--- src/rtl/pcint_pkg.sv ---
package pcint_pkg;
  localparam int unsigned AW = 3;
  typedef logic [AW-1:0] reg_addr_t;
  localparam reg_addr_t ADDR_GIE   = 3'd0;
  localparam reg_addr_t ADDR_GEN   = 3'd1;
  localparam reg_addr_t ADDR_FLAG  = 3'd2;
  localparam reg_addr_t ADDR_MASK0 = 3'd3;
endpackage

--- src/rtl/pcint_sync.sv ---
module pcint_sync #(
  parameter int unsigned N = 24
) (
  input  logic         clk,
  input  logic         rst,
  input  logic [N-1:0] pin_i,
  output logic [N-1:0] toggle_o
);
  logic [N-1:0] meta_q, sync_q, last_q;

  always_ff @(posedge clk) begin
    if (rst) begin
      meta_q <= '0;
      sync_q <= '0;
      last_q <= '0;
    end else begin
      meta_q <= pin_i;
      sync_q <= meta_q;
      last_q <= sync_q;
    end
  end

  // Any level difference between the two newest samples is a toggle.
  assign toggle_o = sync_q ^ last_q;
endmodule

--- src/rtl/pcint_group.sv ---
module pcint_group #(
  parameter int unsigned GW = 8,
  parameter logic [GW-1:0] IMPL = '1
) (
  input  logic          clk,
  input  logic          rst,
  input  logic [GW-1:0] toggle_i,
  input  logic          mask_we,
  input  logic [GW-1:0] mask_wdata,
  input  logic          clr_i,
  input  logic          gen_i,
  input  logic          gie_i,
  output logic [GW-1:0] mask_o,
  output logic          hit_o,
  output logic          flag_o,
  output logic          irq_o
);
  logic [GW-1:0] mask_q;
  logic          flag_q, irq_q;

  always_ff @(posedge clk) begin
    if (rst) mask_q <= '0;
    else if (mask_we) mask_q <= mask_wdata & IMPL;
  end

  assign hit_o = |(toggle_i & mask_q);

  always_ff @(posedge clk) begin
    if (rst) flag_q <= 1'b0;
    else if (hit_o) flag_q <= 1'b1;
    else if (clr_i) flag_q <= 1'b0;
  end

  always_ff @(posedge clk) begin
    if (rst) irq_q <= 1'b0;
    else irq_q <= flag_q & gen_i & gie_i;
  end

  assign mask_o = mask_q;
  assign flag_o = flag_q;
  assign irq_o  = irq_q;
endmodule

--- src/rtl/pcint_ctrl.sv ---
module pcint_ctrl
  import pcint_pkg::*;
#(
  parameter int unsigned NG = 3,
  parameter int unsigned GW = 8,
  parameter int unsigned RW = 8,
  parameter logic [NG*GW-1:0] IMPL_MAP = 24'hFF7FFF
) (
  input  logic               clk,
  input  logic               rst,
  input  logic [NG*GW-1:0]   pin_i,
  input  logic               wr_en,
  input  logic [AW-1:0]      wr_addr,
  input  logic [RW-1:0]      wr_data,
  input  logic [AW-1:0]      rd_addr,
  output logic [RW-1:0]      rd_data,
  input  logic [NG-1:0]      ack_i,
  output logic [NG-1:0]      irq_o
);
  localparam int unsigned NPIN = NG * GW;

  logic [NPIN-1:0] toggle;
  logic [NPIN-1:0] mask_all;
  logic [NG-1:0]   flag_vec, hit_vec, gen_q;
  logic            gie_q;
  logic [RW-1:0]   rd_q, rd_next;

  pcint_sync #(.N(NPIN)) sync_i (
    .clk(clk), .rst(rst), .pin_i(pin_i), .toggle_o(toggle)
  );

  always_ff @(posedge clk) begin
    if (rst) begin
      gie_q <= 1'b0;
      gen_q <= '0;
    end else if (wr_en) begin
      if (wr_addr == ADDR_GIE) gie_q <= wr_data[0];
      if (wr_addr == ADDR_GEN) gen_q <= wr_data[NG-1:0];
    end
  end

  for (genvar g = 0; g < NG; g++) begin : g_grp
    logic mask_we, clr;
    assign mask_we = wr_en && (wr_addr == reg_addr_t'(ADDR_MASK0 + g));
    assign clr     = ack_i[g] || (wr_en && wr_addr == ADDR_FLAG && wr_data[g]);
    pcint_group #(.GW(GW), .IMPL(IMPL_MAP[g*GW +: GW])) grp_i (
      .clk(clk), .rst(rst),
      .toggle_i(toggle[g*GW +: GW]),
      .mask_we(mask_we), .mask_wdata(wr_data[GW-1:0]),
      .clr_i(clr), .gen_i(gen_q[g]), .gie_i(gie_q),
      .mask_o(mask_all[g*GW +: GW]),
      .hit_o(hit_vec[g]), .flag_o(flag_vec[g]), .irq_o(irq_o[g])
    );
  end

  always_comb begin
    rd_next = '0;
    if (rd_addr == ADDR_GIE)       rd_next[0] = gie_q;
    else if (rd_addr == ADDR_GEN)  rd_next[NG-1:0] = gen_q;
    else if (rd_addr == ADDR_FLAG) rd_next[NG-1:0] = flag_vec;
    else begin
      for (int g = 0; g < NG; g++)
        if (rd_addr == reg_addr_t'(ADDR_MASK0 + g))
          rd_next[GW-1:0] = mask_all[g*GW +: GW];
    end
  end

  always_ff @(posedge clk) begin
    if (rst) rd_q <= '0;
    else rd_q <= rd_next;
  end

  assign rd_data = rd_q;
endmodule

--- config.mk ---
export PLATFORM = sky130hd
export DESIGN_NAME = pcint_ctrl
export DESIGN_NICKNAME = d
export VERILOG_FILES = /design/src/rtl/pcint_pkg.sv /design/src/rtl/pcint_sync.sv /design/src/rtl/pcint_group.sv /design/src/rtl/pcint_ctrl.sv
export SDC_FILE = /design/constraint.sdc
export NUM_CORES = 1
export LEC_CHECK = 0
export BUFFER_PORTS_ARGS = -buffer_cell sky130_fd_sc_hd__buf_2
export CAP_MARGIN = 20
export CORE_AREA = 3 3 121 123
export DETAILED_ROUTE_END_ITERATION = 6
export DIE_AREA = 0 0 124 126
export HOLD_SLACK_MARGIN = 0.1
export PLACE_DENSITY_LB_ADDON = 0.12
export SLEW_MARGIN = 30
export SYNTH_ARGS = -nofsm -noshare
export SYNTH_HDL_FRONTEND = slang
export SYNTH_HIERARCHICAL = 1
export SYNTH_SLANG_ARGS = --single-unit
--- constraint.sdc ---
create_clock -name clk -period 1.1 [get_ports clk]
set_input_delay 0 -clock clk [delete_from_list [all_inputs] [get_ports clk]]
set_output_delay 0 -clock clk [all_outputs]
set_load 0.02 [all_outputs]
==> flow_summary.yaml, run 1 <==
run_status:
  status: "finished clean"
timing:
  finalSetupTns_ns: 0
  hold_violations: 0
  min_period_over_period_pct: 98.6
  fin_ws_ns: 0.0157
  clock_skew_ns: 0.00413
  drv_slew: 0
  post-route-min-period_ns: 1.08
  setup_viol: 0
  rsz0062_at_grt: "true"
  max_freq_mhz: 922
  hold_slack_ns: 0.0816
cells_and_area:
  num-nets-final: 498
  fin_util_pct: 37.5
  fin_area_sq_um: 5170
  area_growth_pct: 30.4
  stdcell_count: 639
  num_antenna_cells: 0
  drive_gt1_share_pct: 22.4
routing:
  drt_iter0_drc: 123
  drtPass1Iterations: 4
  drcViolationCount: 0
  wl_microns: 8470
  dr_total_vias: 2719
  antenna_left: 0
  wl_per_cell_microns: 13.3
  vias_per_cell: 4.26
setup_path:
  critPathCaptureType: "flop"
  crit_fanout: 3
  slowest_stage: "dfxtp_1"
  max_stage_delay_ns: 0.38
  critPathLaunchType: "flop"
  crit_arrival_ns: 1.34
  cp_cell_sequence: "nand2b_4 > a211o_1 > a221oi_2"
  critPathKind: "flop to flop"
  required_ns: 1.36
pwr:
  p_per_area_nw_per_um2: 1590
  p_leak_nw: 2.18
  max-vdd-ir-drop_mv: 0.579
  total_power_mw: 8.21
yosys:
  syn_area_per_cell_sq_um: 11.2
  syn_inst: 355
  ys.warnings.count: 6
  syn_area_sq_um: 3970
  synth.net_count: 399
floorplanning:
  dieHeight_microns: 126
  num_rows: 43
  core-area_sq_um: 13800
  die_x_microns: 124
  io_pins: 55
  die_area_sq_um: 15600
  start_util_pct: 28.8
clock_network:
  insertion_delay_ns: 0.34
  post_cts_buffers: 0
  clockBufferDepth: 2
  root_buffer: "clkbuf_16"
  clk_pin_slew_ns: 0.07
  cts_buffers: 9
  cts_tree: "yes"
  h-tree-depth: 3
  cts.sinks: 110
global_route:
  grt_pass1_wl_microns: 14100
  overflow: 0
  grt_max_degree: 37
  grt_pass1_vias: 2788
  grt_antenna_before_repair: 0
  track_usage_pct: 11.9
placed_design:
  io_buffer_count: 53
  hpwlAfterDp_microns: 5990
  dpl_cell_area_sq_um: 4470
  pre_cts_slack_ns: -0.0755
  gp_congestion: 0.747
  dp.cells: 587
flow_run:
  maxCapViolations: 0
min_path:
  holdCritPathClass: "primary input to flop"
## critical path, delay by kind of cell, from the launching register on
kind | cells | cell delay (ns)
simple gates | 1 | 0.06
flops | 1 | 0.38
compound gates | 2 | 0.56
## power by group
part / switching (mW) / total, mW / leakage, nW / internal (mW)
combinational: 0.271 / 0.609 / 1.13 / 0.338
clock: 1.38 / 3.43 / 0.157 / 2.05
sequential: 0.0614 / 4.18 / 0.900 / 4.11
total: 1.71 / 8.21 / 2.18 / 6.50
## cells in the final DEF, fill, tap and decap left out, types with 2 or more instances in the layout
master / count
and4b_1: 4
clkbuf_16: 9
dfxtp_1: 108
buf_12: 3
nand4_1: 2
a211oi_1: 2
o221ai_1: 2
a21o_1: 3
xor2_1: 23
a22oi_2: 3
dfxtp_2: 2
nor2b_1: 72
o21ai_0: 10
clkinv_2: 2
clkbuf_1: 2
mux2i_1: 28
dlygate4sd3_1: 36
buf_4: 19
buf_2: 52
a22oi_1: 8
nand2_1: 9
inv_1: 2
bufinv_16: 2
nor2_1: 28
a221oi_2: 3
o21ba_1: 2
mux2_2: 3
nor3_1: 2
a221oi_1: 5
## worst paths after layout
path                               from                to  slack, ns  cells after the start
hold / removal               wr_addr[2]             gie_q       0.08                      4
hold reg to reg        sync_i/meta_q[0]  sync_i/sync_q[0]       0.43                      1
setup reg to reg  g_grp[0].grp_i/flag_o        rd_data[0]       0.02                      3
setup / recovery  g_grp[0].grp_i/flag_o        rd_data[0]       0.02                      3
## registers in the layout (all words and copies together), names as in the netlist
name                cells
g_grp.grp_i/flag_o      3
g_grp.grp_i/irq_o       3
g_grp.grp_i/mask_o     23
gen_q                   3
gie_q                   1
rd_data                 8
sync_i/last_q          23
sync_i/meta_q          23
sync_i/sync_q          23
## cell type report
class	instances	area [sq um]
Multi-Input combinational cell	221	1590
Fill cell	1404	8600
Clock buffer	12	246
Tap cell	180	225
Clock inverter	4	70.1
Timing Repair Buffer	110	823
Inverter	2	7.51
Sequential cell	110	2200
## repair_timing
action | 4_1_cts | 5_1_grt
hold buffers | 36 | 0
endpoints found under the setup margin | 4 | 6
pin swaps | 2 | 12
gates resized for setup | 3 | 2
hold endpoints to repair | 55 | 0
## routing by layer
layer  global-route usage, %  wire [microns]  vias up  part of all wire (%)
met2                    18.2            3770       57                    45
met4                    5.86             208        0                   2.5
met3                    2.87             328       13                   3.9
met5                       0               0        -                     0
li1                        -               -     1392                     -
met1                    15.6            4160     1257                    49
Power figures use the tool's default switching activity.
==> inputs of run 2 (changes only) <==
--- a/config.mk
+++ b/config.mk
@@ -7,9 +7,11 @@
 export LEC_CHECK = 0
 export BUFFER_PORTS_ARGS = -buffer_cell sky130_fd_sc_hd__buf_2
 export CAP_MARGIN = 20
-export CORE_AREA = 3 3 121 123
+export CELL_PAD_IN_SITES_DETAIL_PLACEMENT = 0
+export CELL_PAD_IN_SITES_GLOBAL_PLACEMENT = 1
+export CORE_AREA = 3 3 92 160
 export DETAILED_ROUTE_END_ITERATION = 6
-export DIE_AREA = 0 0 124 126
+export DIE_AREA = 0 0 95 163
 export HOLD_SLACK_MARGIN = 0.1
 export PLACE_DENSITY_LB_ADDON = 0.12
 export SLEW_MARGIN = 30
==> run 2 against run 1 <==
Clock skew about the same. Clock power down 8.5%. Critical path depth increased by 1. Die area fell by 0.89%. Largest cell class unchanged.
==> flow_summary.yaml, run 2 (synthesis results as in run 1) <==
timing:
  post-route-min-period_ns: 1.06
  rsz0062_at_grt: "true"
  min_period_over_period_pct: 96.1
  tightest_slew_ns: 0.530
  relSlewSlack_pct: 64.6
  setup_viol: 0
  fin_ws_ns: 0.0432
  drv_slew: 0
  max_freq_mhz: 946
  clock_skew_ns: 0.00391
  hold_violations: 0
clock_network:
  root_buffer: "clkbuf_16"
  clk_pin_slew_ns: 0.07
  h-tree-depth: 3
  insertion_delay_ns: 0.34
  cts_tree: "yes"
  post_cts_buffers: 0
  clockBufferDepth: 2
  cts_buffers: 9
  cts.sinks: 110
routing:
  drtPass1Iterations: 4
  vias_per_cell: 4.21
  dr_total_vias: 2658
  drt_iter0_drc: 80
  wl_per_cell_microns: 13.5
  antenna_left: 0
  drcViolationCount: 0
  wl_microns: 8520
setup_path:
  critPathKind: "flop to flop"
  slowest_stage: "dfxtp_1"
  required_ns: 1.34
  critPathCaptureType: "flop"
  critical_path_buf_inv_count: 0
  cp.depth: 4
  crit_fanout: 1
  max_stage_delay_ns: 0.31
  crit_arrival_ns: 1.29
  ff2ff_path_depth: 4
  critPathLaunchType: "flop"
  cp_cell_sequence: "xor2_1 > a22oi_1 > nand4_1 > o21ba_1"
  cp_top_family: "compound AO/OA/AOI/OAI gates"
floorplanning:
  num_rows: 56
  start_util_pct: 29.3
  dieHeight_microns: 163
  io_pins: 55
  die_area_sq_um: 15500
  core-area_sq_um: 13500
  die_x_microns: 95
run_status:
  status: "finished clean"
global_route:
  grt_antenna_before_repair: 0
  grt_pass1_vias: 2621
  grt_max_degree: 43
  track_usage_pct: 11.9
  overflow: 0
  grt_pass1_wl_microns: 13700
pwr:
  max-vdd-ir-drop_mv: 0.663
  p_leak_nw: 2.17
  p_per_area_nw_per_um2: 1540
cells_and_area:
  fin_util_pct: 38.0
  stdcell_count: 632
  num_antenna_cells: 0
  final_common_cell: "dfxtp_1"
  num-nets-final: 497
  area_growth_pct: 29.6
  drive_gt1_share_pct: 22.5
  fin_area_sq_um: 5140
  final_cell_mix: "dfxtp_1, nor2b_1, buf_2"
placed_design:
  io_buffer_count: 53
  hpwlAfterDp_microns: 6330
  dpl_cell_area_sq_um: 4470
  gp_congestion: 0.742
  pre_cts_slack_ns: -0.202
  dp.cells: 580
flow_run:
  maxCapViolations: 0
min_path:
  worst_hold_path.num_cells: 4
  holdCritPathClass: "primary input to flop"
## run 2: metal layers
metal | vias to the layer above | share of wire, % | global-route usage (%)
met3 | 11 | 4.1 | 2.59
met5 | - | 0 | 0
met4 | 0 | 2.7 | 5.65
li1 | 1384 | - | -
met2 | 65 | 51 | 20.4
met1 | 1198 | 42 | 13.8
## run 2: repair_timing
action,CTS,global route
setup endpoints to repair,3,4
gates resized for setup,1,4
cloned,0,0
endpoints found under the hold margin,54,0
pin swaps,4,10
hold buffers,36,0
## run 2: layout make-up
class / count / area (sq um)
tap: 174 / 218
fill: 1366 / 8390
clock inverter: 6 / 52.6
inverter: 2 / 7.51
clock buffer: 10 / 239
timing repair buffer: 109 / 828
sequential: 110 / 2210
multi-input combinational: 221 / 1590
## run 2: power by group
part           switching (mW)  internal (mW)
combinational           0.266          0.341
clock                    1.50           1.64
sequential             0.0622           4.11
## run 2: final timing paths
kind | start | end | slack [ns]
hold reg to reg | sync_i/meta_q[10] | sync_i/sync_q[10] | 0.44
setup reg to reg | sync_i/last_q[2] | g_grp[0].grp_i/flag_o | 0.04
hold / removal | wr_addr[2] | gie_q | 0.1
setup / recovery | sync_i/last_q[2] | g_grp[0].grp_i/flag_o | 0.04
## run 2: worst register-to-register path: cells and delay by family, from the launching register on
kind / cells / cell delay (ns)
compound gates: 2 / 0.38
xor+xnor: 1 / 0.15
flops: 1 / 0.31
simple gates: 1 / 0.11
## run 2: per-stage QoR
step           power [mW]  setup TNS, ns  hold slack (ns)
2_1_floorplan        4.58              0           0.0662
3_3_place_gp         4.78         -0.607            0.210
3_5_place_dp         4.79         -0.554            0.212
4_1_cts              8.07              0           0.0705
5_1_grt              8.28        -0.0499            0.138
6_report             7.92              0           0.0986
==> inputs of run 3 (changes only) <==
--- a/config.mk
+++ b/config.mk
@@ -9,11 +9,12 @@
 export CAP_MARGIN = 20
 export CELL_PAD_IN_SITES_DETAIL_PLACEMENT = 0
 export CELL_PAD_IN_SITES_GLOBAL_PLACEMENT = 1
-export CORE_AREA = 3 3 92 160
+export CORE_AREA = 3 3 139 107
 export DETAILED_ROUTE_END_ITERATION = 6
-export DIE_AREA = 0 0 95 163
+export DIE_AREA = 0 0 142 110
 export HOLD_SLACK_MARGIN = 0.1
 export PLACE_DENSITY_LB_ADDON = 0.12
+export REMOVE_ABC_BUFFERS = 1
 export SLEW_MARGIN = 30
 export SYNTH_ARGS = -nofsm -noshare
 export SYNTH_HDL_FRONTEND = slang
==> run 3 against run 2 <==
Power rose by 4.0%. Final area rose by 1.8%. Worst setup slack got worse by 0.031 ns. Critical path depth did not move. Global-route usage barely moved. Critical endpoint unchanged.
==> flow_summary.yaml, run 3 (synthesis results as in run 1) <==
timing:
  post-route-min-period_ns: 1.09
  setup_viol: 0
  rsz0062_at_grt: "true"
  finalSetupTns_ns: 0
  hold_violations: 0
  drv_slew: 0
  hold_slack_ns: 0.0876
  clock_skew_ns: 0.00432
  min_period_over_period_pct: 98.9
  max_freq_mhz: 919
global_route:
  grt_pass1_vias: 2693
  grt_max_degree: 38
  track_usage_pct: 11.9
  grt_antenna_before_repair: 0
  grt_pass1_wl_microns: 14300
  overflow: 0
  use_met2_pct: 18.5
  grtUsageMet3_pct: 3.28
  gr-usage-met1_pct: 16.4
  top_usage_layer: "met2"
floorplanning:
  start_util_pct: 29.0
  core-area_sq_um: 13700
  num_rows: 37
  die_x_microns: 142
  dieHeight_microns: 110
  die_area_sq_um: 15600
  io_pins: 55
pwr:
  p_per_area_nw_per_um2: 1580
  max-vdd-ir-drop_mv: 0.968
  power.share.combinational_pct: 7.6
  power_frac_seq_pct: 50.7
  total_power_mw: 8.24
  p_sw_share_pct: 20.9
  p_sw_mw: 1.72
  intPower_mw: 6.52
  p_clk_share_pct: 41.7
  p_leak_nw: 2.20
cells_and_area:
  fin_area_sq_um: 5230
  num-nets-final: 502
  area_growth_pct: 31.8
  final_cell_mix: "dfxtp_1, nor2b_1, buf_2"
  drive_gt1_share_pct: 24.4
  final_common_cell: "dfxtp_1"
  num_antenna_cells: 0
placed_design:
  gp_congestion: 0.772
  dpl_cell_area_sq_um: 4500
  io_buffer_count: 53
  hpwlAfterDp_microns: 6400
setup_path:
  critPathCaptureType: "flop"
  ff2ff_path_depth: 4
  crit_arrival_ns: 1.32
  critPathKind: "flop to flop"
  cp_top_family: "compound AO/OA/AOI/OAI gates"
  max_stage_delay_ns: 0.31
  critPathLaunchType: "flop"
  critical_path_buf_inv_count: 0
  cp.depth: 4
  crit_fanout: 1
  slowest_stage: "dfxtp_1"
  required_ns: 1.33
  cp_cell_sequence: "xor2_1 > a22oi_2 > nand4_1 > o21ba_1"
routing:
  drtPass1Iterations: 4
  antenna_left: 0
  drt_iter0_drc: 97
  dr_total_vias: 2712
  wl_per_cell_microns: 13.9
  wl_microns: 8890
  drcViolationCount: 0
  vias_per_cell: 4.25
flow_run:
  maxCapViolations: 0
clock_network:
  clk_pin_slew_ns: 0.07
  h-tree-depth: 3
  cts.sinks: 110
  insertion_delay_ns: 0.34
  root_buffer: "clkbuf_16"
  clockBufferDepth: 2
  cts_buffers: 9
  post_cts_buffers: 0
  cts_tree: "yes"
run_status:
  status: "finished clean"
min_path:
  holdCritPathClass: "primary input to flop"
  worst_hold_path.num_cells: 4
## run 3: power by group through the flow
stage / clock [mW] / sequential, mW / combinational [mW]
floorplan: 0 / 4.26 / 0.218
global placement: 0 / 4.27 / 0.526
detailed placement: 0 / 4.27 / 0.532
CTS: 3.59 / 4.18 / 0.640
global route: 3.73 / 4.19 / 0.700
finish: 3.44 / 4.18 / 0.629
## run 3: per-layer routing
layer	part of all wire (%)	vias up	wire [microns]
met5	0	-	0
met3	4.1	4	366
met2	43	60	3780
met1	53	1256	4670
met4	0.78	0	69
li1	-	1392	-
## run 3: what timing repair did
action	4_1_cts	5_1_grt
hold buffers	39	0
endpoints found under the setup margin	3	11
pin swaps	4	4
endpoints found under the hold margin	56	0
gates resized for setup	3	8
## run 3: per-stage QoR
step | std cells | setup slack, ns | util [%]
after floorplan | 333 | -0.421 | -
after global placement | 586 | -0.0627 | 32.9
after detailed placement | 586 | -0.0879 | 32.9
after CTS | 641 | 0.00161 | 38.3
after global routing | 638 | -0.0545 | 38.3
final | 638 | 0.0120 | 38.3
## run 3: path summary, 6_finish.rpt
kind                                        from                    end  slack [ns]
worst max-delay path            sync_i/last_q[2]  g_grp[0].grp_i/flag_o        0.01
worst min-delay path                  wr_addr[1]                  gie_q        0.09
worst max register to register  sync_i/last_q[2]  g_grp[0].grp_i/flag_o        0.01
worst min register to register  sync_i/meta_q[4]       sync_i/sync_q[4]        0.43
## run 3: final cells by class
type / count / area (sq um)
repair buffers: 114 / 853
multi-input cells: 221 / 1610
clock inverters: 5 / 82.6
well taps: 175 / 219
fillers: 1342 / 8430
clock buffers: 11 / 243
inverters: 2 / 7.51
flip-flops and latches: 110 / 2210
## run 3: worst register-to-register path, stage by stage (launching register included)
cell	delay, ns
dfxtp_1	0.31
xor2_1	0.16
a22oi_2	0.22
nand4_1	0.12
o21ba_1	0.18
